`src/rtl/bus_hold_pkg.sv`:
```
package bus_hold_pkg;
  typedef enum logic [1:0] {
    ST_OWNED   = 2'd0,
    ST_GRANTED = 2'd1,
    ST_RFWAIT  = 2'd2,
    ST_RECLAIM = 2'd3
  } arb_state_e;
endpackage

```
`src/rtl/hold_sync.sv`:
```
module hold_sync #(
  parameter int unsigned STAGES = 2
) (
  input  logic clk_i,
  input  logic rst_ni,
  input  logic d_i,
  output logic q_o
);
  logic [STAGES-1:0] chain_q;

  for (genvar i = 0; i < STAGES; i++) begin : g_stage
    if (i == 0) begin : g_first
      always_ff @(posedge clk_i or negedge rst_ni)
        if (!rst_ni) chain_q[i] <= 1'b0;
        else         chain_q[i] <= d_i;
    end else begin : g_next
      always_ff @(posedge clk_i or negedge rst_ni)
        if (!rst_ni) chain_q[i] <= 1'b0;
        else         chain_q[i] <= chain_q[i-1];
    end
  end

  assign q_o = chain_q[STAGES-1];
endmodule

```
`src/rtl/refresh_latch.sv`:
```
module refresh_latch (
  input  logic clk_i,
  input  logic rst_ni,
  input  logic set_i,
  input  logic clr_i,
  output logic pend_o
);
  logic pend_q;

  // a new request wins over the clear of the one being issued
  always_ff @(posedge clk_i or negedge rst_ni)
    if (!rst_ni) pend_q <= 1'b0;
    else         pend_q <= (pend_q & ~clr_i) | set_i;

  assign pend_o = pend_q;
endmodule

```
`src/rtl/hold_fsm.sv`:
```
module hold_fsm
  import bus_hold_pkg::*;
(
  input  logic clk_i,
  input  logic rst_ni,
  input  logic enhanced_i,
  input  logic hold_s_i,
  input  logic busy_i,
  input  logic need_i,
  input  logic pend_i,
  output logic issue_o,
  output logic ack_o,
  output logic oe_o,
  output logic avail_o,
  output logic go_o
);
  arb_state_e st_q, st_d;
  logic       ack_q, ack_d;
  logic       go_q;
  logic       issue;

  always_comb begin
    st_d  = st_q;
    ack_d = ack_q;
    issue = 1'b0;
    unique case (st_q)
      ST_OWNED: begin
        ack_d = 1'b0;
        if (!busy_i) begin
          if (pend_i) begin
            issue = ~go_q;
          end else if (hold_s_i) begin
            st_d  = ST_GRANTED;
            ack_d = 1'b1;
          end
        end
      end
      ST_GRANTED: begin
        if (hold_s_i) begin
          if (enhanced_i && pend_i) begin
            st_d  = ST_RFWAIT;
            ack_d = 1'b0;
          end else begin
            ack_d = 1'b1;
          end
        end else begin
          ack_d = 1'b0;
          if (need_i || pend_i) st_d = ST_RECLAIM;
        end
      end
      ST_RFWAIT: begin
        ack_d = 1'b0;
        if (!hold_s_i) st_d = ST_RECLAIM;
      end
      ST_RECLAIM: begin
        ack_d = 1'b0;
        st_d  = ST_OWNED;
      end
      default: begin
        ack_d = 1'b0;
        st_d  = ST_OWNED;
      end
    endcase
  end

  always_ff @(posedge clk_i or negedge rst_ni)
    if (!rst_ni) begin
      st_q  <= ST_OWNED;
      ack_q <= 1'b0;
      go_q  <= 1'b0;
    end else begin
      st_q  <= st_d;
      ack_q <= ack_d;
      go_q  <= issue;
    end

  assign issue_o = issue;
  assign ack_o   = ack_q;
  assign oe_o    = (st_q == ST_OWNED) || (st_q == ST_RECLAIM);
  assign avail_o = (st_q == ST_OWNED);
  assign go_o    = go_q;
endmodule

```
`src/rtl/bus_hold_arbiter.sv`:
```
module bus_hold_arbiter #(
  parameter int unsigned SYNC_STAGES = 2
) (
  input  logic clk_i,
  input  logic rst_ni,
  input  logic enhanced_i,
  input  logic hold_req_i,
  input  logic cycle_busy_i,
  input  logic bus_need_i,
  input  logic refresh_req_i,
  output logic hold_ack_o,
  output logic bus_oe_o,
  output logic bus_avail_o,
  output logic refresh_go_o
);
  logic hold_s;
  logic pend;
  logic issue;

  hold_sync #(.STAGES(SYNC_STAGES)) u_sync (
    .clk_i  (clk_i),
    .rst_ni (rst_ni),
    .d_i    (hold_req_i),
    .q_o    (hold_s)
  );

  refresh_latch u_pend (
    .clk_i  (clk_i),
    .rst_ni (rst_ni),
    .set_i  (refresh_req_i),
    .clr_i  (issue),
    .pend_o (pend)
  );

  hold_fsm u_fsm (
    .clk_i      (clk_i),
    .rst_ni     (rst_ni),
    .enhanced_i (enhanced_i),
    .hold_s_i   (hold_s),
    .busy_i     (cycle_busy_i),
    .need_i     (bus_need_i),
    .pend_i     (pend),
    .issue_o    (issue),
    .ack_o      (hold_ack_o),
    .oe_o       (bus_oe_o),
    .avail_o    (bus_avail_o),
    .go_o       (refresh_go_o)
  );
endmodule

```
`config.mk`:
```
export PLATFORM = sky130hd
export DESIGN_NAME = bus_hold_arbiter
export DESIGN_NICKNAME = d
export VERILOG_FILES = /design/src/rtl/bus_hold_pkg.sv /design/src/rtl/hold_sync.sv /design/src/rtl/refresh_latch.sv /design/src/rtl/hold_fsm.sv /design/src/rtl/bus_hold_arbiter.sv
export SDC_FILE = /design/constraint.sdc
export NUM_CORES = 1
export LEC_CHECK = 0
export BUFFER_PORTS_ARGS = -buffer_cell sky130_fd_sc_hd__buf_2
export CORE_AREA = 2 2 39 41
export DETAILED_ROUTE_END_ITERATION = 8
export DIE_AREA = 0 0 41 43
export GPL_TIMING_DRIVEN = 0
export PLACE_DENSITY_LB_ADDON = 0.12
export RECOVER_POWER = 100
export REMOVE_ABC_BUFFERS = 1
export SETUP_SLACK_MARGIN = 0.02
export SYNTH_ARGS = -nofsm -noshare
export SYNTH_HDL_FRONTEND = slang
export SYNTH_SLANG_ARGS = --single-unit
```
`constraint.sdc`:
```
create_clock -name clk_i -period 2.6 [get_ports clk_i]
set_input_delay 0.26 -clock clk_i [delete_from_list [all_inputs] [get_ports clk_i]]
set_output_delay 0.26 -clock clk_i [all_outputs]
set_load 0.005 [all_outputs]
```
-- Word level (Yosys, flattened, before mapping)
Cells that the tools add are included.
- equality and inequality tests: 9
- multiplexer cells: 17
- bitwise logic cells: 4
- reduce and logical (&&, ||, !) cells: 6
- operators with widths (cell ; count):
    $mux 2 ; 7
    $mux 1 ; 8
    $pmux 2 s4 ; 1
    $ne 2x2->1 const B ; 3
    $ne 3x2->1 const B ; 2
    $reduce_and 6->1 ; 1
    $eq 2x2->1 const B ; 2
    $pmux 1 s3 ; 1
    $eq 2x1->1 const B ; 1
    $logic_not 2->1 ; 1
    $logic_or 1x1->1 ; 2
    $ne 2x1->1 const B ; 1
    $not 1->1 ; 2
    $reduce_or 2->1 ; 1
    $and 1x1->1 ; 1
    $logic_and 1x1->1 ; 1
    $or 1x1->1 ; 1
- bits in registers: 7
- output and inout bits: 4

-- Longest topological paths before layout
- word-level depth: 7
- mapped depth: 6
- depth with buffers taken out: 6

-- Modules after synthesis
A second synthesis with hierarchy kept.
- cell total of the unflattened synthesis: 32
- area total of the unflattened synthesis: 357.8 sq um
- by module, submodules not included (module ; times used ; cells each ; area an instance (sq um) ; sequential area each (sq um)):
    hold_fsm ; 1 ; 27 ; 271.5 ; 100.1
    hold_sync ; 1 ; 2 ; 50.0 ; 50.0
    refresh_latch ; 1 ; 3 ; 36.3 ; 25.0

-- Least setup slack after synthesis
OpenSTA, ideal clock, no wires.
- path type: reg-to-reg
- from: register u_fsm.st_q[1]
- to: register u_fsm.st_q[0]
- arrival: 1.203 ns
- path slack: 1.310 ns
- stages on the path, launching flop included: 7
- buffers on the path: 0
- clock period less this slack: 1.290 ns
- cells stage by stage: dfrtp_1 -> inv_1 -> ha_1 -> a21boi_2 -> o21ai_2 -> and4_1 -> a211oi_2
- longest elaborated chain between the ends: 3
- elaborated cells between the ends (all ways): 12
- classes of those cells: eq/ne: 9; mux: 1; reduce/logical: 2
- RTL lines (what ; line ; source):
    from (decl) ; hold_fsm.sv:17 ; arb_state_e st_q, st_d;
    from (signal assigned) ; hold_fsm.sv:72 ; st_q <= st_d;
    $eq 2x1->1 (tied with other cells) ; hold_fsm.sv:26 ; unique case (st_q)
    $ne 3x2->1 (no source line) (tied with other cells) ; - ;
    $reduce_and 6->1 (no source line) ; - ;
Parallel ways exist; a longest one is shown, timed or not.
A chain may end at the register's enable or synchronous reset.

-- Worst setup path in the final report
Same ends and word-level chain as after synthesis.

==> impl_summary.txt <==
----------------------------------------------------
[Status]
  Status ... finished, final reports clean

[Detailed routing]
  Number of nets with antenna violations after detailed routing ... 0
  Number of detailed-routing iterations run before antenna repair ... 3
  Number of violations reported at the end of detailed-routing iteration 0 ... 2
  Average wire per standard cell ... 11.3 um
  Residual DRC ... 0
  Vias after detailed routing ... 291
  Total Wirelength ... 726 um
  Vias per inst ... 4.55

[Timing]
  Final Critical Period ... 1.70 ns
  Share of the clock period used by the worst path ... 65.3%
  Highest clock rate ... 589 MHz
  Tightest Pin Transition ... 0.370 ns
  Relative max-transition margin ... 75.3%
  Final hold violations ... 0
  Setup slack after layout ... 0.901 ns
  Setup repair after global routing missed its margin ... false
  Setup TNS ... 0 ns
  Layout Skew ... 0.00126 ns
  Pins Over Slew Limit ... 0
  Setup violations, final ... 0

[Worst setup path]
  Worst Setup Path Type ... flip-flop to flip-flop
  Capturing point of the worst reg2reg path ... u_fsm.st_q[0]$_DFFE_PN0P_
  Maximum fanout along the worst path ... 4
  Setup slack, reg-to-reg ... 0.90 ns
  Kind of cell adding the most delay to the critical path ... compound AO/OA/AOI/OAI gates
  CP Buf/Inv Count ... 1
  Required time of the critical path ... 2.74 ns
  Critical Path End Type ... flip-flop
  Critical Path Source Type ... flip-flop
  CP Data Arrival Time ... 1.83 ns
  Critical path's slowest cell ... dfrtp_1
  Source of the worst register-to-register timing path ... u_fsm.st_q[1]$_DFFE_PN0P_
  Cells on worst reg2reg path ... 6
  Chain of cells forming the critical path ... inv_1, ha_1, a21boi_0, o21ai_0, and4_1, a211oi_1
  Highest cell delay on the worst timing path ... 0.39 ns

[Clock network]
  Number of buffers inserted during clock tree synthesis ... 3
  Post-cts gate resize count ... 0
  Clock sink count ... 7
  Worst-Skew Late Latency ... 0.24 ns
  CTS H-Tree Depth ... 1
  Cell chosen for the clock root ... clkbuf_4
  CTS Buffer Depth ... 2
  Setup repair bufs after CTS ... 0
  Clock Pin Slew Worst Setup and Hold Paths ... 0.05 ns
  Clock tree from TritonCTS ... done

[Yosys]
  Post-Synthesis Cell Area ... 374 um2
  Sequential area share after synthesis ... 46.8%
  Distinct cell type count of the synthesized netlist ... 16
  Syn Area/Cell ... 11.3 um2
  Count of yosys warnings during synthesis ... 0
  FF+latch count, synth ... 7
  Number of instances in the synthesized netlist ... 33

[Floorplan]
  Die Span Y ... 43 um
  I/O pin count ... 11
  Initial cell density of the core ... 27.0%
  Area enclosed by the die boundary ... 0.00176 mm2
  Core region area ... 0.00138 mm2
  Number of core rows ... 14
  Overall die width ... 41 um

[Final layout]
  Area delta synth->final ... 22.7%
  Leading cell types in the layout, fill and taps excluded ... buf_2, dfrtp_1, inv_1, ha_1
  Most frequent standard cell in the layout excluding fill and tap cells ... buf_2
  Net count reported at finish ... 60
  Fraction of final layout cells with drive strength greater than 1 ... 25.0%
  Antenna cells ... 0

[Power]
  Standby leakage power ... 0.000246 uW
  Peak VDD IR ... 0.381 mV
  Pwr per Cell Area ... 1040 mW/mm2

[Placed design]
  Post-DP HPWL ... 640 um
  Placement Setup Slack ... 1.14 ns
  Global placer's final weighted congestion ... 0.607
  Port-buffer cells ... 10

[Hold path]
  Startpoint of the lowest-slack hold path ... hold_req_i
  Hold/Removal Path Class ... primary input to flip-flop
  Depth of the worst hold-timing path ... 1
  Endpoint of the worst hold-timing path ... u_sync.chain_q[0]$_DFF_PN0_

[Job]
  Reported max-cap violation count ... 0

[Global route]
  GRT overflow ... 0
  Number of global-route vias before repair ... 307
  First-pass GRT wire length ... 1310 um
  Global routing usage summed across all routing layers ... 11.4%
  Initial antenna violation count ... 0
  Maximum number of pins on one net before global-route repair ... 8

----------------------------------------------------
==> worst max path at each step <==
stage / from / endpoint / depth (start not counted)
4_1_cts: u_fsm.st_q[0]$_DFFE_PN0P_ / bus_oe_o / 4
2_1_floorplan: u_fsm.st_q[1]$_DFFE_PN0P_ / u_fsm.st_q[0]$_DFFE_PN0P_ / 6
3_5_place_dp: u_fsm.st_q[1]$_DFFE_PN0P_ / u_fsm.st_q[0]$_DFFE_PN0P_ / 6
3_3_place_gp: u_fsm.st_q[1]$_DFFE_PN0P_ / u_fsm.st_q[0]$_DFFE_PN0P_ / 6
6_report: u_fsm.st_q[1]$_DFFE_PN0P_ / u_fsm.st_q[0]$_DFFE_PN0P_ / 6
5_1_grt: u_fsm.st_q[1]$_DFFE_PN0P_ / u_fsm.st_q[0]$_DFFE_PN0P_ / 6
==> through the flow <==
step | power [uW] | instance area [um2] | hold WS, ns | utilization (%) | std cells
detailed placement | 418 | 444 | 0.101 | 32.1 | 59
floorplan | 338 | 374 | -0.0356 | - | 33
global route | 529 | 459 | 0.116 | 33.2 | 64
global placement | 405 | 444 | 0.0943 | 32.1 | 59
finish | 476 | 459 | 0.128 | 33.2 | 64
CTS | 516 | 480 | 0.120 | 34.7 | 64
==> worst register-to-register path, cell delays in order, from the launching register on <==
cell and delay, ns:
dfrtp_1 0.39, inv_1 0.12, ha_1 0.21, a21boi_0 0.26, o21ai_0 0.18, and4_1 0.24
a211oi_1 0.20
==> metal layers <==
| layer | part of all wire, % | GRT usage [%] | vias to the layer above |
|---|---|---|---|
| met1 | 41 | 14.0 | 142 |
| met5 | 0 | 0 | - |
| li1 | - | - | 144 |
| met4 | 0 | 6.00 | 0 |
| met2 | 55 | 17.2 | 5 |
| met3 | 3.4 | 3.14 | 0 |
==> what timing repair did <==
action                                 CTS  global route
hold buffers                             1             0
setup endpoints to repair                0             0
endpoints found under the hold margin    7             0
==> cells in the mapped netlist <==
cell type / instances / area share [%]
a211oi_2: 1 / 3.3
nor4_2: 1 / 3.3
dfrtp_1: 7 / 47
nor2_1: 3 / 3.0
mux2i_1: 2 / 5.4
o21bai_1: 1 / 2.0
a211oi_1: 1 / 2.0
o21ai_2: 1 / 2.3
nand2_1: 1 / 1.0
and4_1: 1 / 2.3
inv_1: 6 / 6.0
a21boi_2: 1 / 3.0
ha_1: 4 / 13
nand3_2: 1 / 2.7
a21o_1: 1 / 2.0
nor3_1: 1 / 1.3
==> registers in the layout, summed over array words and instances, names as in the netlist <==
name and flops:
u_sync.q_o 1, u_fsm.ack_o 1, u_fsm.go_o 1, u_fsm.st_q 2, u_sync.chain_q 1, u_pend.pend_o 1
==> layout make-up <==
| class | count | area [um2] |
|---|---|---|
| fill | 160 | 925 |
| clock buffer | 4 | 26.3 |
| multi-input combinational | 20 | 158 |
| tap | 16 | 20.0 |
| inverter | 6 | 22.5 |
| timing repair buffer | 11 | 57.6 |
| sequential | 7 | 175 |
==> power by group <==
part / total [uW] / leakage (uW) / switching (uW) / internal [uW]
Combinational: 225 / 0.000148 / 125 / 99.4
Clock: 91.4 / 0.0000150 / 33.2 / 58.1
Sequential: 161 / 0.0000832 / 20.4 / 140
Total: 476 / 0.000246 / 179 / 298
==> cell families (layout without fill, tap and decap cells) <==
group	after synthesis	count (layout)	share of synthesized area, %
AND/OR/NAND/NOR	8	8	13.7
adder cells (fa/ha/maj)	4	4	13.4
buffers and inverters	6	21	6.02
flip-flops	7	7	46.8
AO/OA/AOI/OAI	6	6	14.7
multiplexers	2	2	5.35
Power figures use the tool's default switching activity.
